$ cat src/rtl/hfosc_pkg.sv
package hfosc_pkg;
  localparam int ADDR_W = 2;

  typedef enum logic [ADDR_W-1:0] {
    REG_KEY  = 2'd0,
    REG_CFG  = 2'd1,
    REG_GATE = 2'd2,
    REG_DIV  = 2'd3
  } reg_addr_e;
endpackage

$ cat src/rtl/hfosc_keylock.sv
module hfosc_keylock
  import hfosc_pkg::*;
#(
  parameter int                DATA_W    = 16,
  parameter logic [DATA_W-1:0] KEY_VALUE = 16'hB7E1
) (
  input  logic                clk,
  input  logic                rst,
  input  logic                wr_en,
  input  logic [ADDR_W-1:0]   wr_addr,
  input  logic [DATA_W-1:0]   wr_data,
  input  logic                gate_off,
  output logic                cfg_accept,
  output logic                prot_err
);
  logic armed_q;
  logic key_wr;
  logic cfg_wr;

  assign key_wr     = wr_en && (wr_addr == REG_KEY);
  assign cfg_wr     = wr_en && (wr_addr == REG_CFG);
  assign cfg_accept = cfg_wr && armed_q && gate_off;

  always_ff @(posedge clk) begin
    if (rst) begin
      armed_q  <= 1'b0;
      prot_err <= 1'b0;
    end else begin
      if (key_wr)      armed_q <= (wr_data == KEY_VALUE);
      else if (cfg_wr) armed_q <= 1'b0;
      if (cfg_wr && !cfg_accept) prot_err <= 1'b1;
    end
  end

  // any config write spends the key
  assert_key_single_use_R9: assert property (@(posedge clk) disable iff (rst)
    cfg_wr |=> !armed_q);
  // error is sticky
  assert_err_sticky_R3: assert property (@(posedge clk) disable iff (rst)
    prot_err |=> prot_err);
endmodule

$ cat src/rtl/hfosc_sysdiv.sv
module hfosc_sysdiv #(
  parameter int DIV_W   = 6,
  parameter int DIV_MAX = 32
) (
  input  logic             clk,
  input  logic             rst,
  input  logic             div_wr,
  input  logic [DIV_W-1:0] div_data,
  input  logic             sel32,
  input  logic             gated_tick,
  output logic             sys_tick,
  output logic             div_forced
);
  localparam logic [DIV_W-1:0] RATIO_MAX   = DIV_MAX[DIV_W-1:0];
  localparam logic [DIV_W-1:0] RATIO_FLOOR = DIV_W'(2);
  localparam logic [DIV_W-1:0] ONE         = DIV_W'(1);

  logic [DIV_W-1:0] field_q;
  logic [DIV_W-1:0] cnt_q;
  logic [DIV_W-1:0] ratio_clamped;
  logic [DIV_W-1:0] ratio_eff;
  logic             forced_now;

  always_comb begin
    if (field_q == '0)           ratio_clamped = ONE;
    else if (field_q > RATIO_MAX) ratio_clamped = RATIO_MAX;
    else                          ratio_clamped = field_q;
    forced_now = sel32 && (ratio_clamped < RATIO_FLOOR);
    ratio_eff  = forced_now ? RATIO_FLOOR : ratio_clamped;
  end

  always_ff @(posedge clk) begin
    if (rst) begin
      field_q    <= ONE;
      cnt_q      <= '0;
      sys_tick   <= 1'b0;
      div_forced <= 1'b0;
    end else begin
      div_forced <= forced_now;
      if (div_wr) begin
        field_q  <= div_data;
        cnt_q    <= '0;
        sys_tick <= 1'b0;
      end else if (gated_tick) begin
        if (cnt_q >= ratio_eff - ONE) begin
          cnt_q    <= '0;
          sys_tick <= 1'b1;
        end else begin
          cnt_q    <= cnt_q + ONE;
          sys_tick <= 1'b0;
        end
      end else begin
        sys_tick <= 1'b0;
      end
    end
  end

  // at 32 MHz the system tick never repeats on back-to-back cycles
  assert_div_floor_R6: assert property (@(posedge clk) disable iff (rst)
    (sel32 && sys_tick) |=> !sys_tick);
endmodule

$ cat src/rtl/hfosc_rate_ctrl.sv
module hfosc_rate_ctrl
  import hfosc_pkg::*;
#(
  parameter int                DATA_W    = 16,
  parameter logic [DATA_W-1:0] KEY_VALUE = 16'hB7E1,
  parameter int                RATE_BIT  = 2,
  parameter int                DIV_W     = 6,
  parameter int                DIV_MAX   = 32
) (
  input  logic              clk,
  input  logic              rst,
  input  logic              wr_en,
  input  logic [ADDR_W-1:0] wr_addr,
  input  logic [DATA_W-1:0] wr_data,
  input  logic              osc16_tick,
  input  logic              osc32_tick,
  output logic              osc_sel32,
  output logic              aclk_tick,
  output logic              sys_tick,
  output logic              conv_tick,
  output logic              prot_err,
  output logic              div_forced
);
  logic sel32_q;
  logic gate_q;
  logic cfg_accept;
  logic sel_tick;
  logic gated_tick;
  logic div_wr;

  assign sel_tick   = sel32_q ? osc32_tick : osc16_tick;
  assign gated_tick = sel_tick && !gate_q;
  assign div_wr     = wr_en && (wr_addr == REG_DIV);
  assign osc_sel32  = sel32_q;

  hfosc_keylock #(
    .DATA_W    (DATA_W),
    .KEY_VALUE (KEY_VALUE)
  ) u_keylock (
    .clk        (clk),
    .rst        (rst),
    .wr_en      (wr_en),
    .wr_addr    (wr_addr),
    .wr_data    (wr_data),
    .gate_off   (gate_q),
    .cfg_accept (cfg_accept),
    .prot_err   (prot_err)
  );

  hfosc_sysdiv #(
    .DIV_W   (DIV_W),
    .DIV_MAX (DIV_MAX)
  ) u_sysdiv (
    .clk        (clk),
    .rst        (rst),
    .div_wr     (div_wr),
    .div_data   (wr_data[DIV_W-1:0]),
    .sel32      (sel32_q),
    .gated_tick (gated_tick),
    .sys_tick   (sys_tick),
    .div_forced (div_forced)
  );

  always_ff @(posedge clk) begin
    if (rst) begin
      sel32_q   <= 1'b0;
      gate_q    <= 1'b0;
      aclk_tick <= 1'b0;
      conv_tick <= 1'b0;
    end else begin
      if (cfg_accept) sel32_q <= !wr_data[RATE_BIT];
      if (wr_en && (wr_addr == REG_GATE)) gate_q <= wr_data[0];
      aclk_tick <= gated_tick;
      conv_tick <= sel_tick;
    end
  end

  // the rate only moves while the analog clock is gated off
  assert_rate_needs_gate_R3: assert property (@(posedge clk) disable iff (rst)
    !$stable(sel32_q) |-> $past(gate_q));
  // gate off silences analog and system ticks
  assert_gate_blocks_R8: assert property (@(posedge clk) disable iff (rst)
    gate_q |=> (!aclk_tick && !sys_tick));
  // every analog tick is matched by a converter tick
  assert_aclk_has_conv_R7: assert property (@(posedge clk) disable iff (rst)
    aclk_tick |-> conv_tick);
endmodule

$ cat config.mk
export PLATFORM = sky130hd
export DESIGN_NAME = hfosc_rate_ctrl
export DESIGN_NICKNAME = d
export VERILOG_FILES = /design/src/rtl/hfosc_pkg.sv /design/src/rtl/hfosc_keylock.sv /design/src/rtl/hfosc_sysdiv.sv /design/src/rtl/hfosc_rate_ctrl.sv
export SDC_FILE = /design/constraint.sdc
export NUM_CORES = 1
export LEC_CHECK = 0
export BUFFER_PORTS_ARGS = -buffer_cell sky130_fd_sc_hd__buf_2
export CORE_MARGIN = 2
export CORE_UTILIZATION = 55
export DETAILED_ROUTE_END_ITERATION = 10
export GPL_TIMING_DRIVEN = 0
export PLACE_DENSITY = 0.79
export SLEW_MARGIN = 20
export SYNTH_ARGS = -nofsm -noshare
export SYNTH_HDL_FRONTEND = slang
export SYNTH_SLANG_ARGS = --single-unit
export TNS_END_PERCENT = 30
$ cat constraint.sdc
create_clock -name clk -period 7.5 [get_ports clk]
set_clock_uncertainty 0.05 [all_clocks]
set_input_delay 0.375 -clock clk [delete_from_list [all_inputs] [get_ports clk]]
set_output_delay 0.375 -clock clk [all_outputs]
set_load 0.02 [all_outputs]
Yosys cells after proc, flatten, opt, wreduce, memory -nomap -nowiden
Index checks and enable logic that the tools add are counted.
- bits in registers: 20
- RAM bits: 0
- logic and storage cells: 45
- output and inout port bits: 6
- bits in read-only memories: 0
- input port bits: 23
- latch bits: 0
- memories kept: 0
- $mul: 0
- multiplexer cells: 8
- equal/unequal tests: 4
- $add $sub $neg: 2
- divide/modulo/power cells: 0
- bitwise logic cells: 1
- $lt $le $gt $ge: 3
- reduce and logical (&&, ||, !) cells: 17
- shift-type cells: 0
- operator list (cell ; count):
    6-bit two-way mux ; 4
    16-bit == test, second input constant ; 1
    1-bit logical AND ; 9
    6-bit by 1-bit adder with 6-bit output, second input constant ; 1
    6-bit greater-or-equal comparator ; 1
    6-bit greater-than comparator, second input constant ; 1
    6-bit zero test ; 1
    6-bit by 2-bit < comparator with 1-bit output, second input constant ; 1
    6-bit by 1-bit subtractor with 6-bit output, second input constant ; 1
    2-bit == test, second input constant ; 2
    1-bit two-way mux ; 4
    1-bit zero test ; 3
    3-bit OR reduction ; 1
    2-bit by 1-bit == test with 1-bit output, second input constant ; 1
    2-bit zero test ; 1
    2-bit nonzero test ; 1
    2-bit OR reduction ; 1
    1-bit inverter ; 1

Logic depth before layout (Yosys ltp)
Gate-level depths: netlist of run 1.
- word-level depth: 9
- mapped depth: 14
- mapped depth without buffers: 14

Hierarchy
A second synthesis of run 1 with hierarchy kept.
- cell total of the unflattened synthesis: 120
- area total of the unflattened synthesis: 1109.8 µm²
- modules (own cells, without submodules) (module ; sequential area each (µm²) ; instances ; area each (µm²) ; cells an instance):
    hfosc_sysdiv ; 280.3 ; 1 ; 819.5 ; 90
    hfosc_rate_ctrl ; 80.1 ; 1 ; 151.4 ; 15
    hfosc_keylock ; 40.0 ; 1 ; 138.9 ; 15

Worst setup path before layout of run 1
Ideal clock, no wire load.
- kind: register to register
- from: register u_sysdiv.field_q[4]
- to: register u_sysdiv.cnt_q[2]
- arrival time: 2.359 ns
- cell stages (with the launch flop): 14
- buffers on the path: 0
- setup time: 0.075 ns
- period minus slack after synthesis: 2.484 ns
- setup slack: 5.016 ns
- data required time: 7.375 ns
- cell sequence: dfxtp_1 -> nor3_1 -> nand2b_1 -> nor2_1 -> a21o_1 -> nand2_1 -> ha_1 -> xnor2_1 -> ha_1 -> a21oi_1 -> o21ai_1 -> a41oi_4 -> nand4b_1 -> a31oi_1
- longest elaborated chain between the ends: 9
- elaborated cells on any way between the ends: 10
- those cells by class: 1 x add/sub; 3 x order compare; 4 x mux; 2 x reduce/logical
- RTL lines (element ; RTL line ; text):
    from (decl) ; hfosc_sysdiv.sv:18 ; logic [DIV_W-1:0] field_q;
    from (signal assigned) ; hfosc_sysdiv.sv:41 ; field_q <= div_data;
    6-bit greater-than comparator ; hfosc_sysdiv.sv:26 ; else if (field_q > RATIO_MAX) ratio_clamped = RATIO_MAX;
    6-bit two-way mux ; hfosc_sysdiv.sv:26 ;
    6-bit two-way mux * ; hfosc_sysdiv.sv:25 ; if (field_q == '0) ratio_clamped = ONE;
    6-bit by 2-bit < comparator with 1-bit output ; hfosc_sysdiv.sv:28 ; forced_now = sel32 && (ratio_clamped < RATIO_FLOOR);
    1-bit logical AND ; hfosc_sysdiv.sv:28 ;
    6-bit two-way mux * ; hfosc_sysdiv.sv:29 ; ratio_eff = forced_now ? RATIO_FLOOR : ratio_clamped;
    6-bit by 1-bit subtractor with 6-bit output * ; hfosc_sysdiv.sv:45 ; if (cnt_q >= ratio_eff - ONE) begin
    6-bit greater-or-equal comparator * ; hfosc_sysdiv.sv:45 ;
    6-bit two-way mux * ; hfosc_sysdiv.sv:45 ;
    to (signal assigned) ; hfosc_sysdiv.sv:49 ; cnt_q <= cnt_q + ONE;
    to (decl) ; hfosc_sysdiv.sv:19 ; logic [DIV_W-1:0] cnt_q;
Every way passes the cells marked *; elsewhere a longest branch is shown, timed or not.
A chain may end at the register's enable or synchronous reset.

Final worst setup path of run 1
Ends and elaborated chain as after synthesis.

==> results of run 1 <==
## state kept, by name, indices dropped and copies added, names as in the netlist
| signal | count |
|---|---|
| u_keylock.prot_err | 1 |
| aclk_tick | 1 |
| u_sysdiv.div_forced | 1 |
| u_sysdiv.sys_tick | 1 |
| gate_q | 1 |
| conv_tick | 1 |
| u_sysdiv.field_q | 6 |
| osc_sel32 | 1 |
| u_sysdiv.cnt_q | 6 |
| u_keylock.armed_q | 1 |
## layer usage
layer | track usage [%] | share of wire (%)
met5 | 0 | 0
met4 | 5.71 | 0
met3 | 3.99 | 5.0
met2 | 35.2 | 51
met1 | 20.5 | 44
## worst max-delay path, stage by stage, from the launching register on
cell      delay, ns
dfxtp_1        0.36
nor3_1         0.38
nand2b_1       0.13
nor2_1         0.11
a21o_1         0.09
nand2_1        0.07
ha_1           0.22
xnor2_1        0.14
ha_1           0.29
a21oi_1        0.13
o21ai_1        0.12
a41oi_4        0.38
nand4b_1       0.14
a31oi_1        0.18
## layout make-up
type                    instances  area (um^2)  area share [%]
plain buffers                   2         15.0            1.14
clock buffers                   4         36.3            2.75
inverters                       3         11.3           0.855
multi-input cells             108          681            51.7
flip-flops and latches         20          400            30.4
well taps                      27         33.8            2.56
repair buffers                 28          140            10.6
## worst max path at each step
stage / from / end / slack [ns] / cells past startpoint
finish: u_sysdiv.field_q[4]$_SDFFE_PP0P_ / u_sysdiv.cnt_q[2]$_SDFFE_PP0P_ / 4.65 / 13
global route: u_sysdiv.field_q[4]$_SDFFE_PP0P_ / u_sysdiv.cnt_q[4]$_SDFFE_PP0P_ / 4.47 / 13
CTS: u_sysdiv.field_q[4]$_SDFFE_PP0P_ / u_sysdiv.cnt_q[2]$_SDFFE_PP0P_ / 4.64 / 13
detailed placement: u_sysdiv.field_q[4]$_SDFFE_PP0P_ / u_sysdiv.cnt_q[2]$_SDFFE_PP0P_ / 4.70 / 14
global placement: u_sysdiv.field_q[4]$_SDFFE_PP0P_ / u_sysdiv.cnt_q[2]$_SDFFE_PP0P_ / 4.78 / 13
floorplan: u_sysdiv.field_q[4]$_SDFFE_PP0P_ / u_sysdiv.cnt_q[2]$_SDFFE_PP0P_ / 5.02 / 13
## power by group through the flow
stage	clock network, mW	registers (mW)	logic, mW
2_1_floorplan	0	0.116	0.0283
3_3_place_gp	0	0.115	0.0417
3_5_place_dp	0	0.115	0.0430
4_1_cts	0.0632	0.113	0.0434
5_1_grt	0.0681	0.113	0.0480
6_report	0.0614	0.113	0.0428
## stage by stage
step	hold WS, ns	total power [mW]	setup WS (ns)
final	0.252	0.217	4.65
after global routing	0.251	0.229	4.47
after CTS	0.246	0.219	4.64
after detailed placement	0.416	0.158	4.70
after global placement	0.408	0.157	4.78
after floorplan	0.389	0.144	5.02
## cells in the mapped netlist
library cell / instances / area, um^2
dfxtp_1: 20 / 400
nand2_1: 20 / 75.1
nor2_1: 15 / 56.3
nand3_1: 9 / 45.0
a21oi_1: 8 / 40.0
ha_1: 8 / 100
mux2i_1: 7 / 70.1
a31oi_1: 5 / 31.3
nand2b_1: 5 / 31.3
inv_1: 3 / 11.3
nor2b_1: 3 / 18.8
nor3_1: 3 / 15.0
nor3_2: 3 / 30.0
or2_1: 3 / 18.8
nand4_1: 2 / 12.5
nand4b_1: 2 / 17.5
nor4_1: 2 / 12.5
o21ai_1: 2 / 10.0
a211o_1: 1 / 8.76
a21o_1: 1 / 7.51
a41oi_4: 1 / 27.5
and2_1: 1 / 6.26
buf_6: 1 / 11.3
clkbuf_1: 1 / 3.75
conb_1: 1 / 3.75
nand3b_1: 1 / 7.51
nor3b_1: 1 / 7.51
o21a_1: 1 / 7.51
o21ai_0: 1 / 5.00
or3_1: 1 / 6.26
xnor2_1: 1 / 8.76
## cell families (layout without fill, tap and decap cells)
logic type	count (synthesis)	after routing	synth area share, %
compound gates	20	20	12.4
xor+xnor	1	1	0.791
fa+ha+maj	8	8	9.04
buf+inv	5	37	2.37
flops	20	20	36.2
mux	7	7	6.33
other cells	1	1	0.339
simple gates	71	71	32.5
==> impl_metrics.yaml, run 1 <==
run_status:
  status: "finished clean"
global_route:
  grt_pass1_wl_um: 3470
  grt_max_degree: 12
  track_usage_pct: 18.6
  antenna_found_initial: 0
  grt_pass1_vias: 878
  grt_overflow: 0
final_layout:
  final_nets: 197
  final_core_utilization_pct: 68.6
  final_area_um2: 1320
  antennaDiodeCount: 0
  nFillCells: 179
  syn2layout_area_growth_pct: 19.0
  final_cells: 192
  final_cell_mix: "buf_2, nand2_1, dfxtp_1"
  final_common_cell: "buf_2"
  final_layout_size_suffix_gt1_share_pct: 22.4
worst_hold_path:
  hp-class: "input port to flip-flop"
  whs_path_depth: 2
  min_from: "rst"
  holdPathEnd: "aclk_tick$_SDFF_PP0_"
clocking:
  postCtsHoldBufs: 0
  cts_tree: "yes"
  cts.sinks: 20
  clockBufferDepth: 2
  clockRootBuffer: "clkbuf_4"
  clk_latency_ns: 0.29
  htree_num_levels: 1
  cts_buffers: 3
  cts_setup_buffers: 0
  clkTransAtPathRegs_ns: 0.11
  cts_resized: 0
yosys:
  yosys_warnings: 0
  netlist_instances: 133
  ys_seq_area_share_pct: 36.2
  syn_avg_cell_area_um2: 8.33
  netlist_area_um2: 1110
  synth_nets: 164
  synth_cell_type_count: 31
  ys_ff_latch: 20
setup_path:
  required_ns: 7.67
  rr_endpoint: "u_sysdiv.cnt_q[2]$_SDFFE_PP0P_"
  rrSetupSlack_ns: 4.65
  rr_startpoint: "u_sysdiv.field_q[4]$_SDFFE_PP0P_"
  crit_type: "flip-flop to flip-flop"
  endpoint_kind: "flip-flop"
  critPathLaunchType: "flip-flop"
  critPathArrivalTime_ns: 3.03
  path_max_fanout: 10
  r2r.worst_path.cells: 13
die:
  dieWidth_um: 48.9
  io-pin-count: 29
  coreArea_um2: 1920
  die_height_um: 48.9
  dieArea_um2: 2390
  num_rows: 16
  start_util_pct: 57.6
route:
  route.detailed.drc: 0
  wl_um: 2120
  via_per_inst: 5.30
  first_pass_iters: 4
  dr_total_vias: 1018
  drt_iter0_markers: 11
  drt-wirelength-per-cell_um: 11.0
  ant_nets: 0
flow_run:
  cap_violations: 0
pwr:
  p_int_uw: 158
  leakagePower_nw: 0.580
  switchingPower_uw: 58.3
  seqPwrFrac_pct: 51.9
  power.share.clock_pct: 28.3
  p_sw_share_pct: 26.9
  power.density_nw_per_um2: 165
  worst_ir_drop_vdd_mv: 0.120
  combPwrFrac_pct: 19.7
timing:
  fin_crit_sh_pct: 38.1
  maxSlewViolCount: 0
  tns_ns: 0
  min_period_ns: 2.85
  setup_violations: 0
  hold_viol: 0
  fmax_ghz: 0.350
  rsz0062_at_grt: "false"
placed_design:
  hpwlAfterDp_um: 1750
  post_dp_cell_area_um2: 1280
  io_buffer_count: 28
  gp_congestion: 0.829
  place_inst: 188
Note: power is estimated with default switching activity, not from simulation.
==> run 2: changes to the inputs <==
- CORE_UTILIZATION: 55 -> 46
- PLACE_DENSITY: 0.79 -> 0.7
- clock period: 7.5 -> 2.4 ns (I/O delays scaled with it)
==> run 2 against run 1 <==
  * Combinational power rose to 4.1 times the previous value
  * Clock power rose to 3.3 times the previous value
  * Flip-flop and latch count did not move
  * Critical path type unchanged
  * Sequential power rose to 3.1 times the previous value
  * The flow now finishes with violations (setup timing)
  * Register-to-register slack got worse by 4.8 ns
==> impl_metrics.yaml, run 2 (synthesis results as in run 1) <==
clocking:
  cts.sinks: 20
  clkTransAtPathRegs_ns: 0.12
  cts_buffers: 3
  htree_num_levels: 1
  cts_tree: "yes"
  clockRootBuffer: "clkbuf_4"
  clk_latency_ns: 0.31
  clockBufferDepth: 2
route:
  first_pass_iters: 4
  via_per_inst: 5.13
  drt_iter0_markers: 10
  ant_nets: 0
  route.detailed.drc: 0
  wl_um: 2490
  dr_total_vias: 1032
  drt-wirelength-per-cell_um: 12.4
timing:
  fmax_ghz: 0.397
  setup_violations: 6
  min_period_ns: 2.52
  fin_crit_sh_pct: 105
  layout_setup_ws_ns: -0.118
  hold_viol: 0
  rsz0062_at_grt: "true"
  maxSlewViolCount: 0
global_route:
  grt_busiest_layer: "met2"
  grt.met1_usage_pct: 21.3
  grt_max_degree: 12
  grt_overflow: 0
  antenna_found_initial: 0
  use_met2_pct: 36.5
  met3_usage_pct: 3.39
  grt_pass1_wl_um: 3920
  grt_pass1_vias: 927
  track_usage_pct: 19.6
placed_design:
  io_buffer_count: 28
  hpwlAfterDp_um: 1750
  place_inst: 189
  gp_congestion: 0.768
setup_path:
  r2r.worst_path.cells: 15
  endpoint_kind: "flip-flop"
  rr_endpoint: "u_sysdiv.cnt_q[2]$_SDFFE_PP0P_"
  rrSetupSlack_ns: -0.12
  path_max_fanout: 10
  rr_startpoint: "u_sysdiv.field_q[3]$_SDFFE_PP0P_"
  critPathLaunchType: "flip-flop"
  critPathArrivalTime_ns: 2.71
  crit_type: "flip-flop to flip-flop"
  required_ns: 2.59
flow_run:
  cap_violations: 0
pwr:
  power.density_nw_per_um2: 501
  worst_ir_drop_vdd_mv: 0.326
  finalPower_uw: 732
  leakagePower_nw: 0.631
die:
  coreArea_um2: 2250
  dieWidth_um: 53.1
  die_height_um: 53.1
  io-pin-count: 29
  dieArea_um2: 2820
  start_util_pct: 49.1
  num_rows: 17
run_status:
  status: "finished, violations left"
  violations: "setup timing"
final_layout:
  reg_top3: "u_sysdiv.cnt_q: 6 flops, u_sysdiv.field_q: 6 flops"
  final_nets: 205
  register_area_um2: 404
  final_cell_mix: "buf_2, nand2_1, dfxtp_1"
  final_cells: 201
  antennaDiodeCount: 0
  final_common_cell: "buf_2"
  syn2layout_area_growth_pct: 32.0
  nFillCells: 201
  multi_input_area_um2: 737
  final_layout_size_suffix_gt1_share_pct: 28.9
worst_hold_path:
  hp-class: "input port to flip-flop"
  min_from: "wr_data[3]"
  holdPathEnd: "u_sysdiv.field_q[3]$_SDFFE_PP0P_"
  whs_path_depth: 3
==> run 2: power by group <==
group	total [mW]	internal (mW)	switching [mW]	leakage [nW]
sequential	0.353	0.343	0.00938	0.164
combinational	0.177	0.0887	0.0882	0.446
clock	0.202	0.0927	0.109	0.0210
==> run 2: metal layers <==
metal	vias to the layer above	wire (um)
li1	549	-
met1	457	1110
met2	22	1250
met3	4	86
met4	0	33
met5	-	0
==> run 2: worst max path at each step <==
| stage | startpoint | end | slack (ns) |
|---|---|---|---|
| 2_1_floorplan | u_sysdiv.field_q[4]$_SDFFE_PP0P_ | u_sysdiv.cnt_q[2]$_SDFFE_PP0P_ | 0.003 |
| 3_3_place_gp | u_sysdiv.field_q[4]$_SDFFE_PP0P_ | u_sysdiv.cnt_q[2]$_SDFFE_PP0P_ | -0.24 |
| 3_5_place_dp | u_sysdiv.field_q[4]$_SDFFE_PP0P_ | u_sysdiv.cnt_q[2]$_SDFFE_PP0P_ | -0.32 |
| 4_1_cts | u_sysdiv.field_q[3]$_SDFFE_PP0P_ | u_sysdiv.cnt_q[2]$_SDFFE_PP0P_ | -0.16 |
| 5_1_grt | u_sysdiv.field_q[3]$_SDFFE_PP0P_ | u_sysdiv.cnt_q[2]$_SDFFE_PP0P_ | -0.27 |
| 6_report | u_sysdiv.field_q[3]$_SDFFE_PP0P_ | u_sysdiv.cnt_q[2]$_SDFFE_PP0P_ | -0.12 |
==> run 2: cell type report <==
| class | count | share of cell area, % |
|---|---|---|
| clock buffers | 4 | 2.48 |
| flip-flops and latches | 20 | 27.7 |
| multi-input cells | 108 | 50.4 |
| inverters | 3 | 0.771 |
| well taps | 28 | 2.40 |
| repair buffers | 36 | 15.2 |
| plain buffers | 2 | 1.03 |
==> run 2: timing repair <==
item,in CTS,in global routing
cloned,0,0
pin swaps,7,3
setup endpoints to repair,7,7
buffers inserted,4,0
hold buffers,3,1
endpoints found under the hold margin,4,1
gates resized for setup,7,4
==> run 2: worst max-delay path: stages (launching register included) <==
cell      delay (ns)
dfxtp_2         0.35
nor3_4          0.19
buf_4           0.14
nand2_1         0.07
nand2b_1        0.08
nand2_1         0.08
ha_4            0.18
o21a_1          0.13
a31oi_4         0.18
ha_4            0.24
nand3_1         0.08
nand2_2         0.07
a41oi_4         0.20
buf_12          0.15
nand3b_1        0.08
a31oi_1         0.17
==> run 2: per-stage QoR <==
step                util (%)  area, um^2  TNS, ns  worst slack, ns  hold WS [ns]
floorplan                  -        1110        0          0.00308         0.147
global placement        57.1        1290    -1.32           -0.243         0.314
detailed placement      57.1        1290    -1.87           -0.321         0.316
CTS                     63.1        1420   -0.647           -0.157       0.00210
global route            64.8        1460    -1.43           -0.272        0.0111
finish                  64.8        1460   -0.478           -0.118       0.00712
